===== src/rtl/irq_pkg.sv =====
// Package irq_pkg
// Shared source-class encoding, register addresses and the handler offset
// rule for the vectored interrupt controller. Assumes at most 32 vectors.
package irq_pkg;

    typedef enum logic [1:0] {
        SRC_FIXED  = 2'd0,
        SRC_DMA_A  = 2'd1,
        SRC_DMA_B  = 2'd2,
        SRC_LOGIC  = 2'd3
    } src_sel_e;

    localparam logic [7:0] ADDR_SPLIT = 8'h20;
    localparam logic [7:0] ADDR_PEND  = 8'h21;
    localparam logic [9:0] OFS_BASE   = 10'h040;

    // Handler address offset for a vector number
    function automatic logic [9:0] vec_offset(input logic [7:0] v);
        return OFS_BASE + {v, 2'b00};
    endfunction

endpackage


===== src/rtl/irq_src_sel.sv =====
// Module irq_src_sel
// Picks, for each vector, the request line of its configured source class
// and keeps the pending bit. Assumes level-sensitive requests; a clear from
// the acknowledge path wins over a request in the same cycle. req_eff is the
// pending state the next edge will hold, so arbitration sees a request in
// the cycle it appears.
module irq_src_sel
    import irq_pkg::*;
#(
    parameter int NUM_VEC = 32
) (
    input  logic                   clk,
    input  logic                   rst_n,
    input  logic [2*NUM_VEC-1:0]   src_sel,
    input  logic [NUM_VEC-1:0]     fixed_req,
    input  logic [2*NUM_VEC-1:0]   dma_done,
    input  logic [NUM_VEC-1:0]     logic_req,
    input  logic [NUM_VEC-1:0]     clr_mask,
    output logic [NUM_VEC-1:0]     req_eff,
    output logic [NUM_VEC-1:0]     pending
);

    logic [NUM_VEC-1:0] sel_req;

    // One multiplexer per vector over the three source classes
    for (genvar g = 0; g < NUM_VEC; g++) begin : g_vec
        logic [1:0] code;
        assign code = src_sel[2*g +: 2];
        assign sel_req[g] = (code == SRC_FIXED) ? fixed_req[g]    :
                            (code == SRC_DMA_A) ? dma_done[2*g]   :
                            (code == SRC_DMA_B) ? dma_done[2*g+1] :
                                                  logic_req[g];
    end

    assign req_eff = (pending | sel_req) & ~clr_mask;

    // Pending bits: set by a selected level, cleared by acknowledge
    always_ff @(posedge clk) begin
        if (!rst_n) begin
            pending <= '0;
        end else begin
            pending <= req_eff;
        end
    end

endmodule


===== src/rtl/irq_arbiter.sv =====
// Module irq_arbiter
// Combinational search for the most urgent candidate: smallest priority
// value, lowest index on a tie. Assumes candidates are already masked by
// enable and pending.
module irq_arbiter #(
    parameter int NUM_VEC   = 32,
    parameter int PRIO_BITS = 3,
    localparam int VEC_W    = $clog2(NUM_VEC)
) (
    input  logic [NUM_VEC-1:0]           cand,
    input  logic [NUM_VEC*PRIO_BITS-1:0] prio_flat,
    output logic                         win_valid,
    output logic [VEC_W-1:0]             win_vec,
    output logic [PRIO_BITS-1:0]         win_prio
);

    // Ascending scan keeps the first index among equal priorities
    always_comb begin
        win_valid = 1'b0;
        win_vec   = '0;
        win_prio  = '1;
        for (int i = 0; i < NUM_VEC; i++) begin
            if (cand[i] && (!win_valid || prio_flat[i*PRIO_BITS +: PRIO_BITS] < win_prio)) begin
                win_valid = 1'b1;
                win_vec   = VEC_W'(i);
                win_prio  = prio_flat[i*PRIO_BITS +: PRIO_BITS];
            end
        end
    end

endmodule


===== src/rtl/irq_prio_stack.sv =====
// Module irq_prio_stack
// Stack of priorities of active handlers. Besides the current top it
// offers the top as it will be after this cycle's push or pop, so the
// controller can decide eligibility for the next registered output.
// Assumes push and pop never come together and push never comes when full.
module irq_prio_stack #(
    parameter int PRIO_BITS = 3,
    parameter int DEPTH     = 8,
    localparam int CNT_W    = $clog2(DEPTH + 1),
    localparam int IDX_W    = (DEPTH > 1) ? $clog2(DEPTH) : 1
) (
    input  logic                 clk,
    input  logic                 rst_n,
    input  logic                 push,
    input  logic [PRIO_BITS-1:0] push_prio,
    input  logic                 pop,
    output logic                 top_valid,
    output logic [PRIO_BITS-1:0] top_prio,
    output logic                 nxt_valid,
    output logic [PRIO_BITS-1:0] nxt_prio,
    output logic                 nxt_full,
    output logic [CNT_W-1:0]     depth
);

    logic [PRIO_BITS-1:0] mem [DEPTH];
    logic [CNT_W-1:0]     cnt;
    logic [CNT_W-1:0]     nxt_cnt;
    logic                 do_push;
    logic                 do_pop;

    assign do_push   = push && (int'(cnt) < DEPTH);
    assign do_pop    = pop && !do_push && (cnt != '0);
    assign top_valid = (cnt != '0);
    assign top_prio  = top_valid ? mem[IDX_W'(cnt - CNT_W'(1))] : '0;
    assign depth     = cnt;
    assign nxt_full  = (int'(nxt_cnt) == DEPTH);

    // Look-ahead of count and top after this cycle's operation
    always_comb begin
        nxt_cnt   = cnt;
        nxt_valid = top_valid;
        nxt_prio  = top_prio;
        if (do_push) begin
            nxt_cnt   = cnt + CNT_W'(1);
            nxt_valid = 1'b1;
            nxt_prio  = push_prio;
        end else if (do_pop) begin
            nxt_cnt   = cnt - CNT_W'(1);
            nxt_valid = (cnt > CNT_W'(1));
            nxt_prio  = (cnt > CNT_W'(1)) ? mem[IDX_W'(cnt - CNT_W'(2))] : '0;
        end
    end

    // Storage and count update
    always_ff @(posedge clk) begin
        if (!rst_n) begin
            cnt <= '0;
            for (int i = 0; i < DEPTH; i++) mem[i] <= '0;
        end else begin
            if (do_push) mem[IDX_W'(cnt)] <= push_prio;
            cnt <= nxt_cnt;
        end
    end

endmodule


===== src/rtl/irq_prio_ctrl.sv =====
// Module irq_prio_ctrl
// Vectored interrupt controller top: configuration registers, source
// selection with pending bits, arbitration, group-based preemption and the
// active-priority stack. The processor acknowledges only while irq_valid is
// high and never raises irq_ack and irq_eoi in the same cycle. The priority
// pushed on acknowledge is the one presented with the vector.
module irq_prio_ctrl
    import irq_pkg::*;
#(
    parameter int NUM_VEC     = 32,
    parameter int PRIO_BITS   = 3,
    parameter int STACK_DEPTH = 8,
    localparam int VEC_W      = $clog2(NUM_VEC),
    localparam int CNT_W      = $clog2(STACK_DEPTH + 1)
) (
    input  logic                 clk,
    input  logic                 rst_n,
    input  logic [NUM_VEC-1:0]   fixed_req,
    input  logic [2*NUM_VEC-1:0] dma_done,
    input  logic [NUM_VEC-1:0]   logic_req,
    input  logic                 cfg_we,
    input  logic [7:0]           cfg_addr,
    input  logic [31:0]          cfg_wdata,
    output logic [31:0]          cfg_rdata,
    output logic                 irq_valid,
    output logic [VEC_W-1:0]     irq_vec,
    output logic [9:0]           irq_offset,
    output logic [PRIO_BITS-1:0] irq_prio,
    input  logic                 irq_ack,
    input  logic                 irq_eoi,
    output logic                 active_valid,
    output logic [PRIO_BITS-1:0] active_prio
);

    logic [2*NUM_VEC-1:0]         src_flat;
    logic [NUM_VEC-1:0]           en_q;
    logic [NUM_VEC*PRIO_BITS-1:0] prio_flat;
    logic [3:0]                   split_q;
    logic [NUM_VEC-1:0]           req_eff;
    logic [NUM_VEC-1:0]           pending;
    logic [NUM_VEC-1:0]           clr_mask;
    logic                         ack_take;
    logic                         vec_sel;
    logic [VEC_W-1:0]             vec_idx;
    logic                         win_valid;
    logic [VEC_W-1:0]             win_vec;
    logic [PRIO_BITS-1:0]         win_prio;
    logic                         nxt_valid;
    logic [PRIO_BITS-1:0]         nxt_prio;
    logic                         nxt_full;
    logic                         eligible;
    logic [CNT_W-1:0]             stk_depth;

    assign vec_sel  = (int'(cfg_addr) < NUM_VEC);
    assign vec_idx  = cfg_addr[VEC_W-1:0];
    assign ack_take = irq_ack && irq_valid;
    assign clr_mask = ack_take ? (NUM_VEC'(1) << irq_vec) : '0;

    // Configuration register writes
    always_ff @(posedge clk) begin
        if (!rst_n) begin
            src_flat  <= '0;
            en_q      <= '0;
            prio_flat <= '0;
            split_q   <= '0;
        end else if (cfg_we) begin
            if (vec_sel) begin
                src_flat[2*vec_idx +: 2]               <= cfg_wdata[1:0];
                en_q[vec_idx]                          <= cfg_wdata[2];
                prio_flat[vec_idx*PRIO_BITS +: PRIO_BITS] <= cfg_wdata[8 +: PRIO_BITS];
            end else if (cfg_addr == ADDR_SPLIT) begin
                split_q <= (cfg_wdata[3:0] > 4'(PRIO_BITS - 1)) ? 4'(PRIO_BITS - 1)
                                                               : cfg_wdata[3:0];
            end
        end
    end

    // Combinational read-back
    always_comb begin
        cfg_rdata = '0;
        if (vec_sel) begin
            cfg_rdata[1:0]             = src_flat[2*vec_idx +: 2];
            cfg_rdata[2]               = en_q[vec_idx];
            cfg_rdata[3]               = pending[vec_idx];
            cfg_rdata[8 +: PRIO_BITS]  = prio_flat[vec_idx*PRIO_BITS +: PRIO_BITS];
        end else if (cfg_addr == ADDR_SPLIT) begin
            cfg_rdata[3:0] = split_q;
        end else if (cfg_addr == ADDR_PEND) begin
            cfg_rdata[NUM_VEC-1:0] = pending;
        end
    end

    irq_src_sel #(.NUM_VEC(NUM_VEC)) u_src (
        .clk       (clk),
        .rst_n     (rst_n),
        .src_sel   (src_flat),
        .fixed_req (fixed_req),
        .dma_done  (dma_done),
        .logic_req (logic_req),
        .clr_mask  (clr_mask),
        .req_eff   (req_eff),
        .pending   (pending)
    );

    irq_arbiter #(.NUM_VEC(NUM_VEC), .PRIO_BITS(PRIO_BITS)) u_arb (
        .cand      (req_eff & en_q),
        .prio_flat (prio_flat),
        .win_valid (win_valid),
        .win_vec   (win_vec),
        .win_prio  (win_prio)
    );

    irq_prio_stack #(.PRIO_BITS(PRIO_BITS), .DEPTH(STACK_DEPTH)) u_stk (
        .clk       (clk),
        .rst_n     (rst_n),
        .push      (ack_take),
        .push_prio (irq_prio),
        .pop       (irq_eoi),
        .top_valid (active_valid),
        .top_prio  (active_prio),
        .nxt_valid (nxt_valid),
        .nxt_prio  (nxt_prio),
        .nxt_full  (nxt_full),
        .depth     (stk_depth)
    );

    // Winner may run if room remains and its group beats the next active group
    assign eligible = !nxt_full &&
                      (!nxt_valid || ((win_prio >> split_q) < (nxt_prio >> split_q)));

    // Registered presentation to the processor
    always_ff @(posedge clk) begin
        if (!rst_n) begin
            irq_valid  <= 1'b0;
            irq_vec    <= '0;
            irq_offset <= OFS_BASE;
            irq_prio   <= '0;
        end else begin
            irq_valid  <= win_valid && eligible;
            irq_vec    <= win_vec;
            irq_offset <= vec_offset(8'(win_vec));
            irq_prio   <= win_prio;
        end
    end

endmodule


===== config.mk =====
export PLATFORM = sky130hd
export DESIGN_NAME = irq_prio_ctrl
export DESIGN_NICKNAME = d
export VERILOG_FILES = /design/src/rtl/irq_pkg.sv /design/src/rtl/irq_src_sel.sv /design/src/rtl/irq_arbiter.sv /design/src/rtl/irq_prio_stack.sv /design/src/rtl/irq_prio_ctrl.sv
export SDC_FILE = /design/constraint.sdc
export NUM_CORES = 1
export LEC_CHECK = 0
export BUFFER_PORTS_ARGS = -buffer_cell sky130_fd_sc_hd__buf_2
export CELL_PAD_IN_SITES_DETAIL_PLACEMENT = 0
export CELL_PAD_IN_SITES_GLOBAL_PLACEMENT = 1
export CORE_ASPECT_RATIO = 0.8
export CORE_MARGIN = 4
export CORE_UTILIZATION = 41
export DETAILED_ROUTE_END_ITERATION = 10
export GPL_ROUTABILITY_DRIVEN = 0
export PLACE_DENSITY_LB_ADDON = 0.1
export RECOVER_POWER = 25
export SYNTH_ARGS = -nofsm -noshare
export SYNTH_HDL_FRONTEND = slang
export SYNTH_SLANG_ARGS = --single-unit
export TNS_END_PERCENT = 100

===== constraint.sdc =====
create_clock -name clk -period 38.5 [get_ports clk]
set_input_delay 1.925 -clock clk [delete_from_list [all_inputs] [get_ports clk]]
set_output_delay 1.925 -clock clk [all_outputs]
set_load 0.005 [all_outputs]

==> run metrics, run 1 <==
DRC Markers 0; CTS tree built; post-route cell area 0.0263 mm2; dpl cell area 0.0238 mm2; Switching Share 30.8%; Final Setup Violations 0; worst skew pair latency 0.60 ns; R2R setup slack 0.58 ns; f_max 0.0260 GHz; Setup WS pre-CTS -1.61 ns; unrepaired setup endpoints after global routing true; Yosys cell types 122; vias per inst 6.14; area delta synth->final 32.2%; met1 usage 46.7%; final hold viol count 0; DRT Pass-1 Iters 7; post-route ant nets 0; GR peak layer met2; die height 205 um; GR Layer Usage met3 8.81%; drt total wl 87.9 mm; max-capacitance violation count 2; gr usage total 32.4%; most frequent cells in the layout 418 x buf_4, 317 x nand2_1, 242 x dfxtp_1, 222 x a21oi_1, 211 x nor2_1; synth warn 0; most used cell along the critical path buf_4; Worst Path Class, Setup input pin to flop; #FFs+latches synth 266; dominant synthesized flop cell dfxtp_1; DR vias 22.1k; clock-pin slew on the worst setup and hold paths 0.07 ns; commonest non-fill, non-tap cell in the layout buf_4; grt ovf 0; P_leak 10.6 nW; cell accounting for the most synthesized area dfxtp_1; share of power burned in the clock network 38.3%; Pint 0.508 mW; Slew Limit Fails 206; PD cells 27.9 mW/mm2; Reg power frac 39.8%; crit-path max FO 7; htree depth 1; port buffer count 198; Site Rows 71; slowest CP cell a221o_1; EDFF count, synth 24; GR Util met2 47.3%; CP peak stage delay 0.39 ns; TritonCTS Buffers 28; status complete, but fails checks; Area contributors post-synth dfxtp_1 24%, mux4_2 11%, nand2_1 6.2%, a21oi_1 6.1%, o21ai_0 4.6%; fraction of layout cells with a size suffix above 1 34.0%; Cells after DPL 3423; failing checks capacitance limit, slew limit; largest net degree at the start of global routing 131; # nets final 3178; Worst slew margin -223%; synthesized cell area 0.0199 mm2; Setup TNS Final 0 ns; Req. time, crit path 38.96 ns; initial core utilization 41.9%; Setup crit end kind flop; final worst slack 0.0258 ns; die area 0.0522 mm2; top cell type's share of synthesized area 24.3%; combinational share of power 21.8%; crit path DAT 38.94 ns; Slew @ Worst Pin 4.82 ns; worst hold-check path type flop to flop; crit path launch type input pin; Max VDD drop 0.0000326 V; Tmin final 38.47 ns; CTS Sinks 266; IO Count 228; first-pass GRT wire length 129 mm; syn_area_per_cell 8.15 um2; core footprint 0.0475 mm2; initial antenna violation count 4; ys async rst share 0%; utilization after layout 55.4%; die width 255 um; vias in the first global route 21.0k; net load switching power 0.226 mW; worst-case clock buffer depth 3; drt wl/cell 24.4 um; DRT iter0 DRCs 2334; fin cells 3600; root buf cell clkbuf_16; DP Wirelength 66.4 mm; Mapped Cells 2444; final worst-path cycle share 99.9%; sequential-to-total area share from yosys stat 27.9%; Final Skew 0.0470 ns
kinds of logic after synthesis:
| family | count (synthesis) | share of synthesized area, % |
|---|---|---|
| and+or+nand+nor | 935 | 22.4 |
| adders and majority gates | 50 | 3.11 |
| xor gates and xnor gates | 7 | 0.308 |
| DFF | 266 | 27.9 |
| AOI/OAI and AO/OA | 756 | 25.6 |
| muxes | 192 | 16.0 |
| buffers and inverters | 237 | 4.70 |
| other | 1 | 0.0188 |
worst paths after layout:
check                                  from  cells after the start       endpoint
worst max-delay path                irq_ack                    240  irq_offset[6]
worst min-delay path               en_q[10]                      2       en_q[10]
worst max register to register  src_flat[0]                    239  irq_offset[6]
worst min register to register     en_q[10]                      2       en_q[10]
sequential cells by signal, indices dropped and copies added (netlist names):
| name | count |
|---|---|
| prio_flat | 96 |
| src_flat | 64 |
| en_q | 32 |
| u_src.pending | 32 |
| u_stk.mem | 24 |
| irq_vec | 5 |
| split_q | 4 |
| u_stk.depth | 4 |
| irq_prio | 3 |
| irq_offset | 1 |
| irq_valid | 1 |
routing by layer:
layer / routed length, um / vias up
li1: - / 10000
met1: 38300 / 10600
met2: 36200 / 1226
met3: 10000 / 192
met4: 3280 / 2
met5: 13 / -
worst max-delay path, delay by kind of cell:
family / cells / cell delay (ns)
fa+ha+maj: 28 / 6.19
compound gates: 70 / 11.07
buf+inv: 62 / 6.25
mux: 21 / 5.64
simple gates: 59 / 7.75
Yosys cell counts (24+ instances only):
library cell,count
ha_1,47
a21oi_1,244
mux2i_1,72
a21o_1,24
clkbuf_1,122
nand2_1,328
inv_1,85
nand2b_1,41
nor3_1,41
and2_1,90
nand3_1,59
and3_1,40
or2_2,24
dfxtp_1,242
edfxtp_1,24
mux4_2,99
nor2_1,221
o21ai_0,183
power groups by stage:
stage	registers, mW	logic (mW)	clock network [mW]
3_3_place_gp	0.298	0.147	0
6_report	0.293	0.160	0.281
3_5_place_dp	0.298	0.149	0
5_1_grt	0.293	0.172	0.294
2_1_floorplan	0.294	0.0945	0
4_1_cts	0.292	0.152	0.281
per-stage QoR:
stage | power, mW | hold slack (ns)
6_report | 0.734 | 0.474
5_1_grt | 0.759 | 0.487
4_1_cts | 0.725 | 0.474
3_5_place_dp | 0.448 | 0.465
3_3_place_gp | 0.444 | 0.454
2_1_floorplan | 0.388 | 0.446
cell type report:
cell class	count	area, um2
Multi-Input combinational cell	1944	14500
Antenna cell	1	2.50
Timing Repair Buffer	629	4210
Clock inverter	8	115
Inverter	89	338
Clock buffer	43	820
Fill cell	4369	21200
Tap cell	620	776
Sequential cell	266	5570
what timing repair did:
| item | 4_1_cts | 5_1_grt |
|---|---|---|
| pin swaps | 72 | 80 |
| cloned | 0 | 0 |
| buffers inserted | 97 | 30 |
| hold buffers | 0 | 0 |
| gates resized for setup | 58 | 93 |
| setup endpoints to repair | 10 | 10 |
No activity file was read; power rests on OpenSTA's default activity.
==> run 2: changes to the inputs <==
--- a/config.mk
+++ b/config.mk
@@ -15,6 +15,7 @@
 export GPL_ROUTABILITY_DRIVEN = 0
 export PLACE_DENSITY_LB_ADDON = 0.1
 export RECOVER_POWER = 25
+export SETUP_SLACK_MARGIN = 0.1
 export SYNTH_ARGS = -nofsm -noshare
 export SYNTH_HDL_FRONTEND = slang
 export SYNTH_SLANG_ARGS = --single-unit
==> run 2 against run 1 <==
The run still ends with capacitance limit, slew limit left. Clock power up 18%. Sequential cell count unchanged. Setup slack better by 0.47 ns. Critical path depth down 12. Worst hold slack better by 0.0034 ns. Combinational power about the same. First-iteration DRC count up 13%. Sequential power about the same. Utilization up 0.87 points. Largest cell class unchanged.
==> run metrics, run 2 (synthesized netlist as in run 1, its figures left out) <==
crit-path max FO 4 (was 7); dpl cell area 0.0239 mm2 (was 0.0238 mm2); CP endpoint irq_valid (was irq_offset[6]); slowest CP cell or3_4 (was a221o_1); Filler Cell Count 4350 (was 4369); drt total wl 91.7 mm (was 87.9 mm); DP Wirelength 69.1 mm (was 66.4 mm); worst r2r src src_flat[0] (unchanged); Final Setup Violations 0 (unchanged); fin cells 3580 (was 3600); worst-case clock buffer depth 3 (unchanged); Cells after DPL 3437 (was 3423); max-capacitance violation count 2 (unchanged); Top reg by flops prio_flat (unchanged); Worst Path Class, Setup input pin to flop (unchanged); unrepaired setup endpoints after global routing true (unchanged); max reg flops 96 (unchanged); Max VDD drop 0.0000366 V (was 0.0000326 V); Setup crit end kind flop (unchanged); utilization after layout 56.3% (was 55.4%); R2R setup slack 1.04 ns (was 0.58 ns); Slew @ Worst Pin 4.10 ns (was 4.82 ns); Worst R2R Path Depth 228 (was 239); failing checks capacitance limit, slew limit (unchanged); worst hold-check path type flop to flop (unchanged); vias in the first global route 21.0k (about the same); clock-pin slew on the worst setup and hold paths 0.07 ns (about the same); PD cells 29.2 mW/mm2 (was 27.9 mW/mm2); post-route cell area 0.0268 mm2 (was 0.0263 mm2); cts hold-fix bufs 0 (unchanged); area delta synth->final 34.2% (was 32.2%); DRC Markers 0 (unchanged); number of buffers and inverters on the critical path 34 (was 62); Hold WS 0.477 ns (was 0.474 ns); Setup crit start dma_done[0] (was irq_ack); first-pass GRT wire length 133 mm (was 129 mm); die height 205 um (unchanged); crit path launch type input pin (unchanged); initial antenna violation count 3 (was 4); Site Rows 71 (unchanged); Slew Limit Fails 175 (was 206); worst skew pair latency 0.60 ns (about the same); IO Count 228 (unchanged); initial core utilization 41.9% (unchanged); P_leak 10.7 nW (was 10.6 nW); root buf cell clkbuf_16 (unchanged); most used cell along the critical path ha_4 (was buf_4); status complete, but fails checks (unchanged); CTS Sinks 266 (unchanged); largest net degree at the start of global routing 125 (was 131); die area 0.0522 mm2 (unchanged); CP peak stage delay 0.40 ns (was 0.39 ns); DR vias 22.3k (was 22.1k); vias per inst 6.22 (was 6.14); CTS tree built (unchanged); final worst-path cycle share 98.7% (was 99.9%); CP top delay family compound AO/OA/AOI/OAI gates (unchanged); Worst slew margin -175% (was -223%); Largest regs prio_flat x96, src_flat x64 (unchanged); htree depth 1 (unchanged); TritonCTS Buffers 31 (was 28); Tmin final 38.00 ns (was 38.47 ns); min-delay src en_q[11] (was en_q[10]); fraction of layout cells with a size suffix above 1 35.1% (was 34.0%); Setup TNS Final 0 ns (unchanged); critical path depth in cells 228 (was 240); # nets final 3154 (was 3178); Req. time, crit path 39.04 ns (was 38.96 ns); most frequent cells in the layout 383 x buf_4, 310 x nand2_1, 242 x dfxtp_1, 217 x a21oi_1, 206 x nor2_1 (was 418 x buf_4, 317 x nand2_1, 242 x dfxtp_1, 222 x a21oi_1, 211 x nor2_1); crit path DAT 38.54 ns (was 38.94 ns); gr usage total 33.7% (was 32.4%); drt wl/cell 25.6 um (was 24.4 um); final hold viol count 0 (unchanged); DRT Pass-1 Iters 5 (was 7); core footprint 0.0475 mm2 (unchanged); port buffer count 198 (unchanged); commonest non-fill, non-tap cell in the layout buf_4 (unchanged); worst reg2reg endpoint irq_valid (was irq_offset[6]); f_max 0.0263 GHz (was 0.0260 GHz); grt ovf 0 (unchanged); post-route ant nets 0 (unchanged); WHS Path Cells 2 (unchanged); DRT iter0 DRCs 2626 (was 2334); Final Skew 0.0160 ns (was 0.0470 ns); die width 255 um (unchanged)
==> run 2: worst min-delay path, delay by kind of cell (launching register included) <==
kind,cells,cell delay (ns)
AOI/OAI and AO/OA,1,0.05
and+or+nand+nor,1,0.06
DFF,1,0.32
==> run 2: how the worst min path moves through the flow <==
stage                     slack (ns)            end
final                           0.48       en_q[11]
after floorplan                 0.45  prio_flat[58]
after global placement          0.45       en_q[13]
after CTS                       0.48       en_q[12]
after detailed placement        0.46       en_q[12]
after global routing            0.50       en_q[10]
==> run 2: final cells by class <==
| class | instances | area [um2] | share of cell area (%) |
|---|---|---|---|
| multi-input cells | 1944 | 14900 | 55.5 |
| clock buffers | 44 | 895 | 3.34 |
| well taps | 620 | 776 | 2.90 |
| flip-flops and latches | 266 | 5570 | 20.8 |
| repair buffers | 602 | 4070 | 15.2 |
| diodes | 1 | 2.50 | 0.00935 |
| clock inverters | 14 | 230 | 0.860 |
| inverters | 89 | 358 | 1.34 |
==> run 2: per-stage QoR <==
| step | power, mW | worst slack, ns |
|---|---|---|
| 2_1_floorplan | 0.389 | 0.107 |
| 5_1_grt | 0.804 | -1.05 |
| 3_3_place_gp | 0.445 | -1.49 |
| 6_report | 0.781 | 0.498 |
| 4_1_cts | 0.774 | -0.740 |
| 3_5_place_dp | 0.447 | -2.16 |
==> run 2: power by group <==
group | internal (mW) | switching [mW]
clock | 0.201 | 0.130
sequential | 0.285 | 0.00754
combinational | 0.0615 | 0.0964
==> run 2: per-layer routing <==
| layer | share of wire (%) | GRT usage (%) | vias up |
|---|---|---|---|
| met5 | 0 | 0 | - |
| met4 | 4.0 | 11.5 | 0 |
| met3 | 9.9 | 6.66 | 184 |
| met2 | 42 | 49.1 | 1177 |
| met1 | 45 | 49.7 | 10900 |
| li1 | - | - | 10000 |
==> run 2: repair_timing <==
action,4_1_cts,5_1_grt
gates resized for setup,30,215
endpoints found under the setup margin,10,10
pin swaps,32,112
buffers inserted,31,54
